===== src/rtl/refsched_pkg.sv =====
package refsched_pkg;
  typedef enum logic [1:0] {ST_IDLE, ST_SETUP, ST_STROBE, ST_PRECH} refState_t;

  // strobes handed from control to datapath, one set per clock
  typedef struct packed {
    logic rasLow;
    logic casLow;
    logic rowDrive;
    logic rowAdv;
  } refStrobe_t;
endpackage


===== src/rtl/refsched_ctrl.sv =====
module refsched_ctrl
  import refsched_pkg::*;
#(
  parameter int BASE_INTERVAL = 780,
  parameter int SPLIT13       = 0,
  parameter int RAS_LOW_CYC   = 3,
  parameter int PRE_CYC       = 2,
  parameter int PEND_MAX      = 4,
  parameter int WARM_CNT      = 8
) (
  input  logic       clk,
  input  logic       rstN,
  input  logic       refMode,
  input  logic       busGrant,
  output refStrobe_t strobe,
  output logic       refReq,
  output logic       refBusy
);
  localparam int LONG_INTERVAL = (SPLIT13 != 0) ? 2 * BASE_INTERVAL : BASE_INTERVAL;
  localparam int TMR_W  = $clog2(LONG_INTERVAL + 1);
  localparam int PEND_W = $clog2(PEND_MAX + 1);
  localparam int WARM_W = $clog2(WARM_CNT + 1);
  localparam int PH_MAX = (RAS_LOW_CYC > PRE_CYC) ? RAS_LOW_CYC : PRE_CYC;
  localparam int PH_W   = $clog2(PH_MAX + 1);

  refState_t         state;
  logic [PH_W-1:0]   phase;
  logic [TMR_W-1:0]  tmr;
  logic [TMR_W-1:0]  intervalLast;
  logic [PEND_W-1:0] pendCnt;
  logic [WARM_W-1:0] warmLeft;
  logic              cycRor;
  logic              tick;
  logic              useWarm;
  logic              work;
  logic              start;

  // a 13/11 split with CAS-before-RAS only has to cover half the rows per period
  always_comb begin
    if (SPLIT13 != 0 && !refMode) intervalLast = TMR_W'(LONG_INTERVAL - 1);
    else                          intervalLast = TMR_W'(BASE_INTERVAL - 1);
  end

  assign useWarm = (warmLeft != '0);
  assign tick    = !useWarm && (tmr >= intervalLast);
  assign work    = useWarm || (pendCnt != '0);
  assign start   = (state == ST_IDLE) && work && busGrant;

  always_ff @(posedge clk) begin
    if (!rstN)                tmr <= '0;
    else if (useWarm || tick) tmr <= '0;
    else                      tmr <= tmr + 1'b1;
  end

  always_ff @(posedge clk) begin
    if (!rstN) pendCnt <= '0;
    else begin
      case ({tick, start && !useWarm})
        2'b10:   if (pendCnt < PEND_W'(PEND_MAX)) pendCnt <= pendCnt + 1'b1;
        2'b01:   pendCnt <= pendCnt - 1'b1;
        default: pendCnt <= pendCnt;
      endcase
    end
  end

  always_ff @(posedge clk) begin
    if (!rstN)                  warmLeft <= WARM_W'(WARM_CNT);
    else if (start && useWarm)  warmLeft <= warmLeft - 1'b1;
  end

  always_ff @(posedge clk) begin
    if (!rstN)      cycRor <= 1'b0;
    else if (start) cycRor <= refMode;
  end

  always_ff @(posedge clk) begin
    if (!rstN) begin
      state <= ST_IDLE;
      phase <= '0;
    end else begin
      case (state)
        ST_IDLE:  if (start) state <= ST_SETUP;
        ST_SETUP: begin
          state <= ST_STROBE;
          phase <= '0;
        end
        ST_STROBE: begin
          if (phase == PH_W'(RAS_LOW_CYC - 1)) begin
            state <= ST_PRECH;
            phase <= '0;
          end else phase <= phase + 1'b1;
        end
        default: begin
          if (phase == PH_W'(PRE_CYC - 1)) begin
            state <= ST_IDLE;
            phase <= '0;
          end else phase <= phase + 1'b1;
        end
      endcase
    end
  end

  always_comb begin
    strobe.rasLow   = (state == ST_STROBE);
    strobe.casLow   = !cycRor && (state == ST_SETUP || state == ST_STROBE);
    strobe.rowDrive =  cycRor && (state == ST_SETUP || state == ST_STROBE);
    strobe.rowAdv   =  cycRor && (state == ST_PRECH) && (phase == PH_W'(PRE_CYC - 1));
  end

  assign refReq  = work || (state != ST_IDLE);
  assign refBusy = useWarm || (state != ST_IDLE);

  // backlog never exceeds its ceiling and grows by at most one per clock
  p_pend_bound_r9: assert property (@(posedge clk) disable iff (!rstN)
    pendCnt <= PEND_W'(PEND_MAX));
  p_pend_step_r9: assert property (@(posedge clk) disable iff (!rstN)
    int'(pendCnt) <= int'($past(pendCnt)) + 1);
  // a cycle only begins after a granted request
  p_grant_needed_r3: assert property (@(posedge clk) disable iff (!rstN)
    (state == ST_SETUP) |-> $past(busGrant && refReq));
endmodule


===== src/rtl/refsched_dp.sv =====
module refsched_dp
  import refsched_pkg::*;
#(
  parameter int ROW_W  = 12,
  parameter int ADDR_W = 13
) (
  input  logic              clk,
  input  logic              rstN,
  input  refStrobe_t        strobe,
  output logic              rasN,
  output logic              casN,
  output logic              weN,
  output logic [ADDR_W-1:0] addr
);
  logic [ROW_W-1:0] rowCnt;

  // natural wrap at 2^ROW_W
  always_ff @(posedge clk) begin
    if (!rstN)              rowCnt <= '0;
    else if (strobe.rowAdv) rowCnt <= rowCnt + 1'b1;
  end

  always_ff @(posedge clk) begin
    if (!rstN) begin
      rasN <= 1'b1;
      casN <= 1'b1;
      weN  <= 1'b1;
      addr <= '0;
    end else begin
      rasN <= !strobe.rasLow;
      casN <= !strobe.casLow;
      weN  <= 1'b1;
      addr <= strobe.rowDrive ? ADDR_W'(rowCnt) : '0;
    end
  end

  // CAS never falls together with RAS
  p_cas_lead_r4: assert property (@(posedge clk) disable iff (!rstN)
    $fell(rasN) |-> !$fell(casN));
  // RAS low lasts more than one clock
  p_ras_width_r5: assert property (@(posedge clk) disable iff (!rstN)
    $fell(rasN) |=> !rasN);
  // a driven row never comes with CAS low
  p_ror_cas_high_r5: assert property (@(posedge clk) disable iff (!rstN)
    (!rasN && addr != '0) |-> casN);
endmodule


===== src/rtl/dram_refresh_sched.sv =====
module dram_refresh_sched
  import refsched_pkg::*;
#(
  parameter int BASE_INTERVAL = 780,
  parameter int SPLIT13       = 0,
  parameter int RAS_LOW_CYC   = 3,
  parameter int PRE_CYC       = 2,
  parameter int PEND_MAX      = 4,
  parameter int WARM_CNT      = 8,
  parameter int ADDR_W        = 13
) (
  input  logic              clk,
  input  logic              rstN,
  input  logic              refMode,
  input  logic              busGrant,
  output logic              refReq,
  output logic              refBusy,
  output logic              rasN,
  output logic              casN,
  output logic              weN,
  output logic [ADDR_W-1:0] addr
);
  localparam int ROW_W = (SPLIT13 != 0) ? 13 : 12;

  refStrobe_t strobe;

  refsched_ctrl #(
    .BASE_INTERVAL(BASE_INTERVAL), .SPLIT13(SPLIT13), .RAS_LOW_CYC(RAS_LOW_CYC),
    .PRE_CYC(PRE_CYC), .PEND_MAX(PEND_MAX), .WARM_CNT(WARM_CNT)
  ) u_ctrl (
    .clk(clk), .rstN(rstN), .refMode(refMode), .busGrant(busGrant),
    .strobe(strobe), .refReq(refReq), .refBusy(refBusy)
  );

  refsched_dp #(.ROW_W(ROW_W), .ADDR_W(ADDR_W)) u_dp (
    .clk(clk), .rstN(rstN), .strobe(strobe),
    .rasN(rasN), .casN(casN), .weN(weN), .addr(addr)
  );
endmodule


===== config.mk =====
export PLATFORM = sky130hd
export DESIGN_NAME = dram_refresh_sched
export DESIGN_NICKNAME = d
export VERILOG_FILES = /design/src/rtl/refsched_pkg.sv /design/src/rtl/refsched_ctrl.sv /design/src/rtl/refsched_dp.sv /design/src/rtl/dram_refresh_sched.sv
export SDC_FILE = /design/constraint.sdc
export NUM_CORES = 1
export LEC_CHECK = 0
export BUFFER_PORTS_ARGS = -buffer_cell sky130_fd_sc_hd__buf_4
export CORE_MARGIN = 4
export CORE_UTILIZATION = 55
export CTS_BUF_LIST = sky130_fd_sc_hd__clkbuf_16
export CTS_CLUSTER_DIAMETER = 120
export CTS_CLUSTER_SIZE = 20
export DETAILED_ROUTE_END_ITERATION = 8
export HOLD_SLACK_MARGIN = 0.1
export PLACE_DENSITY = 0.75
export SYNTH_ARGS = -nofsm -noshare
export SYNTH_HDL_FRONTEND = slang
export SYNTH_HIERARCHICAL = 1
export SYNTH_SLANG_ARGS = --single-unit

===== constraint.sdc =====
create_clock -name clk -period 5.6 [get_ports clk]
set_clock_uncertainty 0.05 [all_clocks]
set_input_delay 0.56 -clock clk [delete_from_list [all_inputs] [get_ports clk]]
set_output_delay 0.56 -clock clk [all_outputs]
set_load 0.01 [all_outputs]

### Word level (Yosys, flattened, before mapping)

Index checks and enable logic that the tools add are counted.

| cells by class | value |
|---|---|
| eq/ne operators | 10 |
| reduce and logical (&&, ||, !) cells | 28 |
| bitwise gates (word level) | 1 |
| mux-type cells | 9 |
| add/sub/neg operators | 6 |
| order comparisons | 2 |

Operators by type and width:

| kind | count |
|---|---|
| $add 12x1->12 const B | 1 |
| $pmux 2 s3 | 2 |
| $add 10x1->10 const B | 1 |
| $ge 10x10->1 const B | 1 |
| $mux 2 | 5 |
| $logic_and 1x1->1 | 9 |
| $eq 2x2->1 const B | 4 |
| $reduce_bool 4->1 | 2 |
| $eq 2x1->1 const B | 3 |
| $pmux 3 s2 | 1 |
| $logic_or 1x1->1 | 5 |
| $logic_not 1->1 | 4 |
| $ne 2x1->1 const B | 2 |
| $reduce_and 2->1 | 2 |
| $reduce_bool 2->1 | 2 |
| $sub 4x1->4 const B | 1 |
| $add 3x1->3 const B | 1 |
| $lt 3x3->1 const B | 1 |
| $mux 3 | 1 |
| $reduce_and 3->1 | 1 |
| $reduce_bool 3->1 | 1 |
| $sub 3x1->3 const B | 1 |
| $add 2x1->2 const B | 1 |
| $logic_not 2->1 | 1 |
| 3 further kinds | 3 |

| storage, ports and cells | value |
|---|---|
| input bits | 4 |
| register bits after elaboration | 49 |
| output and inout bits | 18 |
| word-level logic and storage cells | 67 |

### Logic depth before layout (Yosys ltp)

| depth | value |
|---|---|
| word-level depth | 8 |
| gate-level depth with buffers | 10 |
| depth with buffers taken out | 9 |

### Cells and area by module

The synthesis kept the hierarchy.

By module, submodules not included:

| module | cells an instance | seq. area each (um^2) | area an instance (um^2) | instances |
|---|---|---|---|---|
| refsched_ctrl | 144 | 440.4 | 1243.7 | 1 |
| refsched_dp | 96 | 520.5 | 948.4 | 1 |

### Worst setup path before layout

No wires, ideal clock.

| timing path | value |
|---|---|
| path kind | reg-to-reg |
| start | register u_ctrl.warmLeft[0] |
| end | register u_ctrl.pendCnt[1] |
| period minus slack after synthesis | 2252 ps |
| buffers on the path | 1 |
| library setup time | 120 ps |
| path slack | 3348 ps |
| required time | 5430 ps |
| arrival | 2083 ps |
| stages on the path, launching flop included | 11 |
| cell sequence | dfxtp_1 > inv_1 > ha_1 > nor3b_1 > clkbuf_1 > nand3_1 > fa_1 > nor2b_1 > nand4b_1 > a21oi_1 > a211o_1 |

| between the ends | value |
|---|---|
| longest elaborated chain between the ends | 8 |
| elaborated cells on any way between the ends | 13 |
| those cells by class | eq/ne (3); mux (1); reduce/logical (9) |

Ends and longest elaborated chain:

| what | line | source |
|---|---|---|
| start, declared | refsched_ctrl.sv:31 | `logic [WARM_W-1:0] warmLeft;` |
| start signal, assigned | refsched_ctrl.sv:67 | `if (!rstN) warmLeft <= WARM_W'(WARM_CNT);` |
| start signal, assigned | refsched_ctrl.sv:68 | `else if (start && useWarm) warmLeft <= warmLeft - 1'b1;` |
| $reduce_bool 4->1 (*) | refsched_ctrl.sv:44 | `assign useWarm = (warmLeft != '0);` |
| $logic_or 1x1->1 | refsched_ctrl.sv:46 | `assign work = useWarm \|\| (pendCnt != '0);` |
| $logic_and 1x1->1 (2 in a row) | refsched_ctrl.sv:47 | `assign start = (state == ST_IDLE) && work && busGrant;` |
| $logic_and 1x1->1 | refsched_ctrl.sv:58 | `case ({tick, start && !useWarm})` |
| $eq 2x2->1 or $eq 2x1->1 (tied branches) | refsched_ctrl.sv:58 |  |
| $ne 2x1->1 (no source line) or $reduce_bool 2->1 (tied branches) | - |  |
| $reduce_and 2->1 (no source line) | - |  |
| end signal, assigned | refsched_ctrl.sv:59 | `2'b10: if (pendCnt < PEND_W'(PEND_MAX)) pendCnt <= pendCnt + 1'b1;` |
| end signal, assigned | refsched_ctrl.sv:60 | `2'b01: pendCnt <= pendCnt - 1'b1;` |
| end signal, assigned | refsched_ctrl.sv:61 | `default: pendCnt <= pendCnt;` |
| end, declared | refsched_ctrl.sv:30 | `logic [PEND_W-1:0] pendCnt;` |

Every way passes the cells marked *; elsewhere a longest branch is shown, timed or not.
A chain may end at the register's enable or synchronous reset.

### Worst setup path in the final report

| timing path | value |
|---|---|
| start | register u_ctrl.tmr[0] |
| end | register u_ctrl.pendCnt[1] |

| between the ends | value |
|---|---|
| longest elaborated chain between the ends | 5 |
| elaborated cells on any way between the ends | 8 |
| those cells by class | order compare (1); eq/ne (3); mux (1); reduce/logical (3) |

Ends and longest elaborated chain:

| what | line | source |
|---|---|---|
| start, declared | refsched_ctrl.sv:28 | `logic [TMR_W-1:0] tmr;` |
| start signal, assigned | refsched_ctrl.sv:52 | `else tmr <= tmr + 1'b1;` |
| $ge 10x10->1 (*) | refsched_ctrl.sv:45 | `assign tick = !useWarm && (tmr >= intervalLast);` |
| $logic_and 1x1->1 (*) | refsched_ctrl.sv:45 |  |
| $eq 2x2->1 or $eq 2x1->1 (tied branches) | refsched_ctrl.sv:58 |  |
| $ne 2x1->1 (no source line) or $reduce_bool 2->1 (tied branches) | - |  |
| $reduce_and 2->1 (no source line) | - |  |

Marks and branches as above.

==> impl_summary.txt <==
----------------------------------------------------
[Synth]
  Commonest cells post-synth ... dfxtp_1, nor2_1, nand2_1
  Unique masters post-synth ... 47
  Count of flip-flops with a built-in enable after synthesis ... 0
  Fraction of the yosys area taken by sequential cells ... 0.438
  Area of the mapped netlist ... 2190 um2
  Number of warnings reported in the yosys synthesis log ... 6
  Mean instance size in the synthesized netlist ... around 9.1 um2
  Nets in the synthesized netlist ... 253
  Predominant post-synthesis flop cell ... dfxtp_1
  Most area-consuming cells after synthesis ... dfxtp_1, ha_1, nor2_1
  Synthesized netlist cell count ... 240
  Area leader, netlist ... dfxtp_1
  Most frequently used cell type in the post-synthesis netlist ... dfxtp_1
  Share of the synthesized area in the top cell type ... 0.438
  Post-synthesis register bit count ... between 40 and 50
  FFs w/ async S/R, synth ... 0

[Die]
  Initial cell density of the core ... 0.586
  Die boundary width ... ~71 um
  Y dimension of the die ... 71.1 um
  Number of I/O pins ... 22
  Core Box Area ... between 3000 and 4000 um2
  Area enclosed by the die boundary ... a little over 5000 um2
  Cell Rows ... 22

[Timing]
  Final setup vio count ... 0
  Fmax ... between 400 and 500 MHz
  Worst-Margin Slew ... 501 ps
  Hold violation count in the final report ... 0
  Shortest period the worst path allows ... around 2400 ps
  Final worst-path cycle share ... 0.424
  Setup TNS ... 0 ps
  Setup slack after layout ... about 3200 ps
  Max Slew Vio Count ... 0
  Worst Hold Slack ... ~400 ps
  Headroom to the max-slew limit ... 0.666
  Setup repair after global routing missed its margin ... false

[Final layout]
  Number of nets in the final layout ... around 270
  Share of cells above drive strength 1 ... 0.129
  Non-filler instance count after layout ... 304
  Antenna fix cells ... 0
  Area growth, synth to finish ... 12.6%

[Placement]
  Quantity of I/O buffers inserted on ports ... 19
  HPWL Detailed ... 2.77 mm
  Final weighted congestion in routability-driven placement ... 0.786
  Pre-CTS WS ... between 3000 and 4000 ps
  Placed cell count ... 297

[Critical path]
  Kind of cell adding the most delay to the critical path ... compound AO/OA/AOI/OAI gates
  Number of buffer and inverter instances along the worst setup path ... 0
  Cell count along the critical path ... 9
  Worst-case reg-to-reg path depth ... 9
  Crit start category ... flip-flop
  Sequence of cells on the critical path ... ha_1, o21ai_0, a21o_1, nand3_1, fa_1, nor2b_1, nand4b_1, a21oi_1, a211o_1
  Element type at the critical path end ... flip-flop
  Signal arrival time at the worst endpoint ... approximately 2500 ps
  Largest fanout on the critical path ... 5
  Critical-path cell with the highest stage delay ... fa_1
  Critical path's largest stage delay ... 480 ps
  Kind of critical path ... flip-flop to flip-flop
  CP Data Required Time ... about 5700 ps

[Global route]
  Total congestion overflow after global routing ... 0
  Global-route wire length before repair ... between 6 and 7 mm
  Total routing usage reported by global routing ... 0.167
  Initial antenna violation count ... 0
  Via count of the first global-routing pass ... 1,536
  Maximum number of pins on one net before global-route repair ... 30

[Routing]
  Per-cell via count in the routed design ... about 5.5
  Violation count after the first detailed-routing iteration ... roughly 110
  Vias after detailed routing ... 1,672
  Total iterations of the first detailed-routing run ... 4
  Remaining design rule violation count ... 0
  Number of antenna-violating nets in the routed design ... 0
  Per-cell routed wire length ... between 10 and 15 um
  Final wirelength ... ~3.9 mm

[Outcome]
  Outcome ... completed

[CTS]
  Cell at the root of the clock tree ... clkbuf_16
  Gates resized, CTS repair ... 0
  Number of clock sinks ... 48
  TritonCTS clock tree ... yes
  Number of buffers inserted during clock tree synthesis ... 5
  Buffers from clock root to sink, at most ... 2
  Total setup buffers inserted after CTS ... 0
  Hold_buf cts ... 0
  CTS clk-pin slew, worst paths ... 60 ps
  Clock latency on the worst-skew pair ... between 200 and 300 ps
  Max H-tree Level ... 2

[Power and ir drop]
  Power per Cell Area ... around 340 nW/um2
  Overall Power ... roughly 840 uW
  Peak ir drop on the vdd network ... between 0.0002 and 0.00025 V
  P_leak ... 0.000965 uW

[Job]
  Max cap viols ... 0

[Worst hold path]
  Number of stages on the worst hold path ... 1
  Class of the worst hold path ... flip-flop to flip-flop

----------------------------------------------------
-- cells by family after synthesis --
group                      Yosys count  share of synthesized area
AOI/OAI and AO/OA                   34                      0.107
xor gates and xnor gates            12                     0.0479
and+or+nand+nor                    104                      0.260
muxes                                8                     0.0365
DFF                                 48                      0.438
other                                2                    0.00343
buffers and inverters               23                     0.0514
adders and majority gates            9                     0.0548
-- cell usage in the layout (no fill, tap or decap), types with 4 or more instances in the layout --
master,count
xor2_1,6
mux2i_1,8
nor2_1,25
or4_1,5
nand2b_1,4
a21oi_1,11
and3_1,14
nand3_1,10
o21ai_0,6
clkbuf_16,5
nand4_1,4
or3_1,4
xnor2_1,6
buf_4,20
nand2_1,19
dfxtp_1,48
inv_1,11
ha_1,8
o31ai_1,4
-- final cells by class --
type	instances	area [um2]
inverters	12	45.0
flip-flops and latches	48	961
well taps	48	60.1
fillers	329	1280
repair buffers	20	150
multi-input cells	169	1120
clock inverters	2	7.51
clock buffers	5	125
-- metal layers --
layer | part of all wire | track usage
met5 | 0 | 0
met4 | 0.026 | 0.0919
met3 | 0.037 | 0.0341
met2 | 0.43 | 0.247
met1 | 0.51 | 0.226
-- final timing paths --
path                 startpoint                end  slack, ps
setup / recovery  u_ctrl/tmr[0]  u_ctrl/pendCnt[1]       3220
hold / removal    u_ctrl/tmr[0]      u_ctrl/tmr[0]        400
hold reg to reg   u_ctrl/tmr[0]      u_ctrl/tmr[0]        400
setup reg to reg  u_ctrl/tmr[0]  u_ctrl/pendCnt[1]       3220
-- where the power goes --
| group | internal, uW | switching [uW] |
|---|---|---|
| clock network | 160 | 114 |
| registers | 368 | 20.0 |
| logic | 78.3 | 99.2 |
| total | 606 | 233 |
-- registers in the layout (all words and copies together) (netlist names) --
name and cells:
u_dp/addr 12, u_ctrl/tmr 10, u_ctrl/state 2, u_ctrl/phase 2, u_dp/casN 1, u_ctrl/cycRor 1, u_ctrl/pendCnt 3, u_dp/rowCnt 12
u_dp/rasN 1, u_ctrl/warmLeft 4
-- through the flow --
stage	cell area [um2]	util
after detailed placement	2330	0.624
after floorplan	2190	-
after global placement	2330	0.624
final	2470	0.659
after CTS	2470	0.659
after global routing	2470	0.659
-- worst reg2reg max path: cells and delay by family (launching register included) --
kind | cells | cell delay, ps
compound gates | 4 | 910
fa+ha+maj | 2 | 740
flops | 1 | 320
simple gates | 3 | 250
Note: power is estimated with default switching activity, not from simulation.
